File: src/rtl/sar_seq_pkg.sv
package sar_seq_pkg;

   typedef enum logic {
      ST_IDLE = 1'b0,
      ST_CONV = 1'b1
   } sar_state_e;

   // bits needed to index positions 0 .. n-1
   function automatic int unsigned idx_w(input int unsigned n);
      return (n < 2) ? 1 : $clog2(n);
   endfunction

endpackage

File: src/rtl/sar_cmd_detect.sv
module sar_cmd_detect (
   input  logic clk,
   input  logic rst_n,
   input  logic conv_cmd,
   input  logic busy,
   output logic start
);

   logic cmd_q;
   logic armed;

   // a command counts only if its rising edge is sampled while idle
   assign start = armed & cmd_q & ~conv_cmd & ~busy;

   always_ff @(posedge clk or negedge rst_n) begin
      if (!rst_n) begin
         cmd_q <= 1'b0;
         armed <= 1'b0;
      end else begin
         cmd_q <= conv_cmd;
         if (busy || start)
            armed <= 1'b0;
         else if (conv_cmd && !cmd_q)
            armed <= 1'b1;
      end
   end

endmodule

File: src/rtl/sar_tick_gen.sv
module sar_tick_gen #(
   parameter int unsigned INT_DIV = 4
) (
   input  logic clk,
   input  logic rst_n,
   input  logic start,
   input  logic busy,
   input  logic inhibit,
   input  logic ext_sel,
   input  logic ext_tick,
   output logic tick
);

   localparam int unsigned DIV_W = (INT_DIV < 2) ? 1 : $clog2(INT_DIV);
   localparam logic [DIV_W-1:0] DIV_LAST = DIV_W'(INT_DIV - 1);

   logic [DIV_W-1:0] div_cnt;
   logic             run_int;
   logic             int_hit;

   assign run_int = busy & ~inhibit & ~ext_sel;
   assign int_hit = (div_cnt == DIV_LAST);

   always_ff @(posedge clk or negedge rst_n) begin
      if (!rst_n)
         div_cnt <= '0;
      else if (start)
         div_cnt <= '0;
      else if (run_int)
         div_cnt <= int_hit ? '0 : div_cnt + 1'b1;
   end

   assign tick = busy & ~inhibit & (ext_sel ? ext_tick : int_hit);

endmodule

File: src/rtl/sar_bit_engine.sv
module sar_bit_engine
   import sar_seq_pkg::*;
#(
   parameter int unsigned RES_W      = 12,
   parameter int unsigned SHORT_BITS = 10
) (
   input  logic             clk,
   input  logic             rst_n,
   input  logic             start,
   input  logic             tick,
   input  logic             cmp_in,
   input  logic             short_cycle,
   output logic             busy,
   output logic [RES_W-1:0] sar,
   output logic             ser_out,
   output logic             strobe
);

   localparam int unsigned   IDX_W      = idx_w(RES_W);
   localparam logic [IDX_W-1:0] LAST_FULL  = IDX_W'(RES_W - 1);
   localparam logic [IDX_W-1:0] LAST_SHORT = IDX_W'(SHORT_BITS - 1);
   localparam logic [RES_W-1:0] MSB_ONE    = {1'b1, {(RES_W-1){1'b0}}};

   sar_state_e       state;
   logic             trial;
   logic [RES_W-1:0] mask;
   logic [IDX_W-1:0] idx;
   logic [IDX_W-1:0] last_idx;
   logic [RES_W-1:0] settled;

   // bit under trial kept on a 1 decision, dropped on a 0
   assign settled = cmp_in ? sar : (sar & ~mask);
   assign busy    = (state == ST_CONV);

   always_ff @(posedge clk or negedge rst_n) begin
      if (!rst_n) begin
         state    <= ST_IDLE;
         trial    <= 1'b0;
         mask     <= '0;
         idx      <= '0;
         last_idx <= LAST_FULL;
         sar      <= '0;
         ser_out  <= 1'b0;
         strobe   <= 1'b0;
      end else begin
         strobe <= 1'b0;
         case (state)
            ST_IDLE: begin
               if (start) begin
                  state    <= ST_CONV;
                  trial    <= 1'b0;
                  mask     <= MSB_ONE;
                  idx      <= '0;
                  last_idx <= short_cycle ? LAST_SHORT : LAST_FULL;
                  sar      <= '0;
                  ser_out  <= 1'b0;
               end
            end
            default: begin
               if (tick) begin
                  if (!trial) begin
                     sar   <= sar | mask;
                     trial <= 1'b1;
                  end else begin
                     ser_out <= cmp_in;
                     strobe  <= 1'b1;
                     if (idx == last_idx) begin
                        sar   <= settled;
                        mask  <= '0;
                        trial <= 1'b0;
                        state <= ST_IDLE;
                     end else begin
                        sar  <= settled | (mask >> 1);
                        mask <= mask >> 1;
                        idx  <= idx + 1'b1;
                     end
                  end
               end
            end
         endcase
      end
   end

endmodule

File: src/rtl/sar_out_code.sv
module sar_out_code #(
   parameter int unsigned RES_W = 12
) (
   input  logic [RES_W-1:0] sar,
   input  logic             twos_mode,
   output logic [RES_W-1:0] code
);

   for (genvar b = 0; b < RES_W; b++) begin : g_bit
      if (b == RES_W - 1) begin : g_msb
         assign code[b] = twos_mode ? sar[b] : ~sar[b];
      end else begin : g_low
         assign code[b] = ~sar[b];
      end
   end

endmodule

File: src/rtl/sar_seq_ctrl.sv
module sar_seq_ctrl #(
   parameter int unsigned RES_W      = 12,
   parameter int unsigned SHORT_BITS = 10,
   parameter int unsigned INT_DIV    = 4
) (
   input  logic             clk,
   input  logic             rst_n,
   input  logic             conv_cmd,
   input  logic             cmp_in,
   input  logic             short_cycle,
   input  logic             twos_mode,
   input  logic             ext_sel,
   input  logic             ext_tick,
   input  logic             inhibit,
   output logic             busy,
   output logic             clk_out,
   output logic             ser_out,
   output logic [RES_W-1:0] par_out
);

   if (RES_W < 2) begin : g_bad_res
      $error("sar_seq_ctrl: RES_W must be at least 2");
   end
   if (SHORT_BITS < 1 || SHORT_BITS >= RES_W) begin : g_bad_short
      $error("sar_seq_ctrl: SHORT_BITS must lie in 1 .. RES_W-1");
   end
   if (INT_DIV < 2) begin : g_bad_div
      $error("sar_seq_ctrl: INT_DIV must be at least 2");
   end

   logic             start;
   logic             tick;
   logic [RES_W-1:0] sar;

   sar_cmd_detect u_cmd (
      .clk      (clk),
      .rst_n    (rst_n),
      .conv_cmd (conv_cmd),
      .busy     (busy),
      .start    (start)
   );

   sar_tick_gen #(
      .INT_DIV (INT_DIV)
   ) u_tick (
      .clk      (clk),
      .rst_n    (rst_n),
      .start    (start),
      .busy     (busy),
      .inhibit  (inhibit),
      .ext_sel  (ext_sel),
      .ext_tick (ext_tick),
      .tick     (tick)
   );

   sar_bit_engine #(
      .RES_W      (RES_W),
      .SHORT_BITS (SHORT_BITS)
   ) u_eng (
      .clk         (clk),
      .rst_n       (rst_n),
      .start       (start),
      .tick        (tick),
      .cmp_in      (cmp_in),
      .short_cycle (short_cycle),
      .busy        (busy),
      .sar         (sar),
      .ser_out     (ser_out),
      .strobe      (clk_out)
   );

   sar_out_code #(
      .RES_W (RES_W)
   ) u_code (
      .sar       (sar),
      .twos_mode (twos_mode),
      .code      (par_out)
   );

endmodule

File: config.mk
export PLATFORM = sky130hd
export DESIGN_NAME = sar_seq_ctrl
export DESIGN_NICKNAME = d
export VERILOG_FILES = /design/src/rtl/sar_seq_pkg.sv /design/src/rtl/sar_cmd_detect.sv /design/src/rtl/sar_tick_gen.sv /design/src/rtl/sar_bit_engine.sv /design/src/rtl/sar_out_code.sv /design/src/rtl/sar_seq_ctrl.sv
export SDC_FILE = /design/constraint.sdc
export NUM_CORES = 1
export LEC_CHECK = 0
export ABC_AREA = 1
export BUFFER_PORTS_ARGS = -buffer_cell sky130_fd_sc_hd__buf_2
export CAP_MARGIN = 25
export CORE_MARGIN = 3
export CORE_UTILIZATION = 60
export DETAILED_ROUTE_END_ITERATION = 12
export PLACE_DENSITY = 0.93
export SYNTH_ARGS = -nofsm -noshare
export SYNTH_HDL_FRONTEND = slang
export SYNTH_HIERARCHICAL = 1
export SYNTH_SLANG_ARGS = --single-unit
File: constraint.sdc
create_clock -name clk -period 2.5 [get_ports clk]
set_input_delay 0.375 -clock clk [delete_from_list [all_inputs] [get_ports clk]]
set_output_delay 0.375 -clock clk [all_outputs]
set_load 0.005 [all_outputs]
# --- Word level (Yosys, flattened, before mapping) ---
# Cells that the tools add are included.
classes:
  bitwise: 26
  eq_ne: 5
  n_reduce_logical: 10
  addsub: 2
  n_mux: 38
op_table:
  columns: ["op", "n"]
  rows:
  - ["$mux W12", 10]
  - ["$mux W4", 5]
  - ["$mux W1", 18]
  - ["$not A1 Y1", 16]
  - ["$and A12 B12 Y12", 1]
  - ["$not A12 Y12", 1]
  - ["$or A12 B11 Y12", 1]
  - ["$or A12 B12 Y12", 1]
  - ["$mux W11", 1]
  - ["$mux W2", 4]
  - ["$and A1 B1 Y1", 6]
  - ["$ne A2 B2 Y1 const B", 3]
  - ["$reduce_bool A2 Y1", 3]
  - ["$add A4 B1 Y4 const B", 1]
  - ["$eq A4 B4 Y1", 1]
  - ["$reduce_and A2 Y1", 2]
  - ["$reduce_and A4 Y1", 1]
  - ["$reduce_and A3 Y1", 1]
  - ["$add A2 B1 Y2 const B", 1]
  - ["$eq A2 B2 Y1 const B", 1]
  - ["$logic_and A1 B1 Y1", 1]
  - ["$logic_not A1 Y1", 1]
  - ["$logic_or A1 B1 Y1", 1]
word_totals:
  register_bits: 40
  in_bits: 9
  word_cells: 92
  out_inout_bits: 15

# --- Depth between registers and ports, before layout ---
# Gate-level depths: netlist of the first run.
logic_depth:
  depth_word: 8
  mapped_depth: 10
  ltp_nobuf: 9

# --- Modules after synthesis ---
# Netlist of the first run, hierarchy kept.
by_module_without_submodules:
  columns: ["mod", "n_inst", "seq_area_each_um2", "area_per_inst_um2", "cells_each"]
  rows:
  - ["sar_bit_engine", 1, 827.0, 1606.5, 193]
  - ["sar_tick_gen", 1, 50.0, 135.1, 19]
  - ["sar_cmd_detect", 1, 50.0, 87.6, 10]
  - ["sar_out_code", 1, 0.0, 60.1, 16]

# --- Least setup slack after synthesis of the first run ---
# No wires, ideal clock.
synth_path:
  path_kind: "register to register"
  from: "register u_eng.state (netlist: u_eng/busy)"
  to: "register u_eng.mask[0]"
  stages_incl_launch_ff: 11
  setup_time_ns: 0.127
  n_path_buf: 1
  t_arrival_ns: 1.498
  required_ns: 2.373
  period_less_slack_ns: 1.625
  setup_slack_ns: 0.875
  path_cell_list: "dfrtp_1 inv_1 nor2_2 o21ai_1 nor2_1 nand2_4 nor2_8 inv_2 nand2_2 buf_6 o21ai_0"
synth_between:
  elab_chain_len: 4
  elab_cells_between_ends: 9
synth_lines:
  columns: ["element", "line", "source"]
  rows:
  - ["from (decl)", "sar_bit_engine.sv:24", "sar_state_e state;"]
  - ["from (signal assigned)", "sar_bit_engine.sv:37", "state <= ST_IDLE;"]
  - ["from (signal assigned)", "sar_bit_engine.sv:50", "state <= ST_CONV;"]
  - ["from (signal assigned)", "sar_bit_engine.sv:71", "state <= ST_IDLE;"]
  - ["$and A1 B1 Y1 (2 in series)", "sar_tick_gen.sv:33", "assign tick = busy & ~inhibit & (ext_sel ? ext_tick : int_hit);"]
  - ["via tick", "sar_seq_ctrl.sv:32", "logic tick;"]
  - ["$ne A2 B2 Y1 (no line)", null, null]
  - ["$reduce_and A3 Y1 (no line)", null, null]
  - ["to (signal assigned)", "sar_bit_engine.sv:74", "mask <= mask >> 1;"]
  - ["to (decl)", "sar_bit_engine.sv:26", "logic [RES_W-1:0] mask;"]
# The timed path passes the listed nets, and every way through them passes these cells.
# A chain may end at the register's enable or synchronous reset.

# --- Worst setup path after layout of the first run ---
layout_path:
  from: "register u_eng.state (netlist: u_eng/busy)"
  to: "register u_eng.mask[2]"
# The elaborated chain is that of the path after synthesis.

==> metrics, run 1 <==
DIE WIDTH=62.1 um; syn avg cell area=7.94 um^2; worst vdd ir=0.622 mV; gp weighted congestion=0.835; critical-path maximum fanout=15; first-pass GRT wire length=6710 um; diode count=0; final non-filler cell total=303; most common cell in the synthesized netlist=nand2_1; pin slew with the least headroom to its limit=0.806 ns; Post-Syn Nets=249; top cells by area, synth=dfrtp_1, nand2_1, o21ai_0; R2R depth=9; Layout Area Growth over Synthesis=9.74%; worst min path class=input pin to asynchronous set/reset pin; H-tree depth=2; DR vias/cell=5.29; Primary FF master, synth=dfrtp_1; initial antenna violation count=0; Pwr Density=1070 mW/mm^2; Starting Density=65.7%; routed len/inst=12.3 um; hold buffers post-CTS=0; r2r setup slk=0.58 ns; Routed Antenna Nets=0; data required time of the worst path=2.72 ns; post-CTS sizing=0; crit path cell chain=inv_1 -> nor2_2 -> o21ai_1 -> nor2_1 -> nand2_4 -> nor2_8 -> inv_2 -> nand2_2 -> o21ai_0; CP top delay family=simple AND/OR/NAND/NOR gates; cell taking the most area after synthesis=dfrtp_1; RSZ-0062 raised after global routing=no; clk_lat worst skew=0.35 ns; fin. max-slew vios=0; PortBufs=23; largest net degree at the start of global routing=38; Rel. slew slack=46.3%; final hold vios=0; setup bufs post-CTS=0; post-synth top area share=47.7%; Synth Cell Area=0.00189 mm^2; LEAKAGE=1.08 nW; period utilisation layout=76.8%; CTS root buf=clkbuf_4; placed cell count=296; synthesis-stage register bit count=37; Clock Path Buffers=2; Buf/Inv on CP=2; die height=62.1 um; post-synthesis sequential area ratio=49.1%; EDFF count, synth=0; Die Footprint=0.00386 mm^2; crit-path max cell delay=0.59 ns; Post-DP HPWL=2550 um; Rows=19; fraction of layout cells with a size suffix above 1=15.7%; total CTS buffers=5; Final min period=1.92 ns; Startpoint Class=flop; vias in the first global route=1557; GR Overflow Total=0; clock slew at reported path FFs=0.11 ns; Tot GR Track Use=21.3%; arrival time worst endpoint=2.14 ns; status=completed; FF-to-FF Start=u_eng/busy; Warnings, synthesis=6; max cap viols=0; num ports=24; Placeable Area=0.00288 mm^2; asr flop ratio synth=100%; CTS tree=built; Synth top cells by count=nand2_1, inv_1, dfrtp_1, o21ai_0, nand3_1; synth unique cells=22; Crit Path Class=flop to flop; TritonRoute pass-1 iters=4; via count=1602; Critical Path End Type=flop; TNS Setup=0 ns; drt drc=0; Fmax=0.521 GHz; 1st-iter DRT viols=120; Critical R2R Capture=u_eng/mask[2]; Power, Total=2.21 mW; Critical Path Slowest Stage Cell=dfrtp_1; nets@finish=272; Post-Route WL=3720 um; Critical path origin=u_eng/busy; Sink Count=37; Post-Syn Instances=238; final clock skew=0.0120 ns; final setup fails=0
[routing by layer]
| layer | track usage (%) | wire (um) | up-vias |
|---|---|---|---|
| met4 | 9.94 | 69 | 0 |
| li1 | - | - | 805 |
| met3 | 4.32 | 201 | 9 |
| met5 | 0 | 0 | - |
| met1 | 27.0 | 1690 | 745 |
| met2 | 35.2 | 1760 | 43 |
[stage by stage]
stage	worst slack, ns	utilization (%)	instance area [um^2]	hold WS (ns)
after CTS	0.577	72.1	2070	0.125
after global placement	0.704	69.6	2000	0.484
after detailed placement	0.593	69.6	2000	0.500
after floorplan	0.875	-	1890	0.0794
after global routing	0.393	72.1	2070	0.144
final	0.579	72.1	2070	0.105
[placed cells by master (no fill, tap or decap), types with 3 or more instances in the layout]
master / instances
nand2_4: 3
nand2_1: 54
nand4_1: 6
nand3_1: 30
clkbuf_4: 5
nor2_1: 8
inv_2: 3
o21ai_0: 33
inv_1: 42
dfrtp_1: 36
o21ai_1: 4
buf_2: 23
[sequential cells by signal, indices dropped and copies added (netlist names)]
name            cells
u_eng/ser_out       1
u_eng/strobe        1
u_eng/trial         1
u_eng/idx           4
u_eng/last_idx      1
u_eng/sar          12
u_cmd/armed         1
u_eng/busy          1
u_cmd/cmd_q         1
u_tick/div_cnt      2
u_eng/mask         12
[worst register-to-register path, delay by kind of cell (launching register included)]
family,cells,cell delay [ns]
and+or+nand+nor,5,0.82
DFF,1,0.59
AOI/OAI and AO/OA,2,0.21
buffers and inverters,2,0.19
[final cells by class]
cell class / instances / area (um^2)
inverters: 45 / 169
flip-flops and latches: 37 / 927
repair buffers: 23 / 115
well taps: 42 / 52.6
clock inverters: 2 / 35.0
clock buffers: 5 / 37.5
multi-input cells: 149 / 737
fillers: 223 / 803
[worst max-delay path by stage]
stage	slack, ns	to	depth (start not counted)
after global placement	0.70	u_eng/mask[9]	9
after floorplan	0.87	u_eng/mask[0]	10
after global routing	0.39	u_eng/mask[9]	9
final	0.58	u_eng/mask[2]	9
after detailed placement	0.59	u_eng/mask[9]	9
after CTS	0.58	u_eng/idx[1]	8
[where the power goes]
| part | internal (mW) | switching, mW | total (mW) |
|---|---|---|---|
| clock network | 0.204 | 0.192 | 0.395 |
| logic | 0.317 | 0.451 | 0.768 |
| registers | 0.837 | 0.208 | 1.05 |
[kinds of logic after synthesis]
group | Yosys count | synth area share, %
AO/OA/AOI/OAI | 42 | 11.4
flip-flops | 37 | 49.1
buffers and inverters | 52 | 11.9
adder cells (fa/ha/maj) | 2 | 1.32
AND/OR/NAND/NOR | 105 | 26.3
Note: power is estimated with default switching activity, not from simulation.
==> run 2, diff against run 1 <==
CORE_UTILIZATION = 51   (was 60)
PLACE_DENSITY = 0.85   (was 0.93)
clock period = 1.67 ns   (was 2.5 ns; I/O delays follow)
==> run 2 against run 1 <==
Core utilization fell by 9.3 points. Critical endpoint is now u_eng/mask[5]. Hold slack worse by 0.010 ns. Maximum frequency up 23%. Global-route usage decreased by 1.1 points. Design area is 4.3% higher. Cell count is 4.6% higher. Die area is 16% higher. Setup slack worse by 0.47 ns. Wire length is 5.4% higher. Sequential share of layout area down 1.8 points. Register-to-register slack got worse by 0.47 ns. Power grew 53%.
==> metrics, run 2 (same netlist as run 1, synthesis figures left out) <==
highest-count cells in the layout ignoring fill and taps=nand2_1, inv_1, dfrtp_1, o21ai_0, nand3_1; worst hold start=conv_cmd; filler instances=311 (+39%); gp weighted congestion=0.825 (-1.1%); Pwr Density=1570 mW/mm^2 (+47%); DR vias/cell=5.15 (-2.6%); Sequential Power Share=44.6% (-2.7 points); multi-input logic area=737 um^2 (unchanged); Sink Count=37 (unchanged); Post-DP HPWL=2700 um (+6.1%); Starting Density=54.9% (-11 points); Net Sw Frac=39.0% (+0.48 points); CTS root buf=clkbuf_8; crit-path max cell delay=0.38 ns (-0.21 ns); PortBufs=23 (unchanged); Critical Path Slowest Stage Cell=dfrtp_1; DIE WIDTH=66.9 um (+7.6%); most common cell after layout, fill and taps aside=nand2_1; total CTS buffers=5 (unchanged); worst vdd ir=0.881 mV (+42%); final hold vios=0 (unchanged); crit path cell chain=ha_1 -> o21ai_1 -> nor2_1 -> nand2_4 -> nor2_8 -> buf_4 -> nand3_1 -> o21ai_1; Crit Path Class=flop to flop; NetSw=1.32 mW (+55%); FF/Latch Area=927 um^2 (unchanged); data required time of the worst path=1.88 ns (-0.84 ns); TritonRoute pass-1 iters=4 (unchanged); status=completed; nets@finish=281 (+3.3%); post-route cell area=0.00216 mm^2 (+4.3%); Clock Path Buffers=2 (unchanged); top flop regs=u_eng/mask (12), u_eng/sar (12), u_eng/idx (4); dpl cell area=0.00205 mm^2 (+2.5%); via count=1632 (+1.9%); final setup fails=0 (unchanged); Placeable Area=0.00344 mm^2 (+20%); Rows=21 (+2); Die Footprint=0.00447 mm^2 (+16%); FF-to-FF Start=u_tick/div_cnt[0]; largest net degree at the start of global routing=20 (-47%); vias in the first global route=1473 (-5.4%); drt drc=0 (unchanged); CTS tree=built; internal power=2.06 mW (+52%); Comb power frac=37.3% (+2.5 points); diode count=0 (unchanged); 1st-iter DRT viols=132 (+10%); first-pass GRT wire length=6630 um (-1.1%); Tot GR Track Use=20.2% (-1.1 points); Fmax=0.642 GHz (+23%); H-tree depth=2 (unchanged); Startpoint Class=flop; worst slack at placement=0.131 ns (-0.462 ns); worst min path class=input pin to flop; setup ws final=0.112 ns (-0.467 ns); Critical Path End Type=flop; fin. max-slew vios=0 (unchanged); die height=66.9 um (+7.6%); Post-Route WL=3920 um (+5.4%); Layout Area Growth over Synthesis=14.4%; arrival time worst endpoint=1.77 ns (-0.37 ns); critical-path maximum fanout=11 (-4); Final min period=1.56 ns (-0.363 ns); Critical Path Most Common Cell=o21ai_1; routed len/inst=12.4 um (+0.72%); Clk pwr share=18.0% (about the same); TNS Setup=0 ns (unchanged); clock slew at reported path FFs=0.07 ns (-0.04 ns); period utilisation layout=93.3% (+16 points); num ports=24 (unchanged); GR Overflow Total=0 (unchanged); initial antenna violation count=0 (unchanged); Core Util, Final=62.8% (-9.3 points); LEAKAGE=1.12 nW (+3.6%); Routed Antenna Nets=0 (unchanged); Rel. slew slack=63.6% (+17 points); RSZ-0062 raised after global routing=yes; fraction of layout cells with a size suffix above 1=18.5% (+2.7 points); pin slew with the least headroom to its limit=0.545 ns (-0.261 ns); hold_ws=0.0952 ns (-0.00996 ns); Critical path origin=u_tick/div_cnt[0]; max cap viols=0 (unchanged); clk_lat worst skew=0.30 ns (-0.05 ns); final clock skew=0.00752 ns (-0.00451 ns)
## run 2: final timing paths
path                                endpoint  slack (ns)  cells after the start
hold reg to reg            u_eng/last_idx[1]        0.51                      2
setup reg to reg               u_eng/mask[5]        0.11                      8
max in group asynchronous  u_eng/last_idx[1]        0.69                      3
hold / removal                   u_cmd/cmd_q         0.1                      1
setup / recovery               u_eng/mask[5]        0.11                      8
min in group asynchronous      u_eng/mask[4]        0.41                      2
## run 2: power by group through the flow
stage                     Combinational [mW]  Clock [mW]  Sequential, mW
after floorplan                        0.865           0            1.49
after global placement                  1.20           0            1.50
final                                   1.26       0.610            1.51
after detailed placement                1.24           0            1.52
after global routing                    1.48       0.668            1.56
after CTS                               1.25       0.626            1.51
## run 2: final cells by class
| type | instances | share of cell area (%) |
|---|---|---|
| Sequential cell | 37 | 42.9 |
| Tap cell | 46 | 2.66 |
| Timing Repair Buffer | 32 | 8.56 |
| Clock buffer | 6 | 3.36 |
| Clock inverter | 2 | 0.463 |
| Inverter | 45 | 7.99 |
| Multi-Input combinational cell | 149 | 34.1 |
## run 2: routing by layer
layer	track usage (%)	wire (um)
met1	26.6	1820
met3	6.07	190
met5	0	0
met2	31.2	1840
met4	7.59	66
## run 2: metrics by stage
step           cells  total power, mW
2_1_floorplan    238             2.35
6_report         317             3.39
5_1_grt          317             3.71
3_3_place_gp     306             2.70
4_1_cts          315             3.38
3_5_place_dp     306             2.76
## run 2: timing repair
action / 4_1_cts / 5_1_grt
endpoints found under the hold margin: 17 / 0
endpoints found under the setup margin: 0 / 8
setup buffers: 0 / 2
hold buffers: 1 / 0
resized for setup: 0 / 1
## run 2: worst max-delay path, delay by kind of cell, from the launching register on
kind / cells / cell delay, ns
buf+inv: 1 / 0.19
flops: 1 / 0.38
compound gates: 2 / 0.20
fa+ha+maj: 1 / 0.18
simple gates: 4 / 0.54
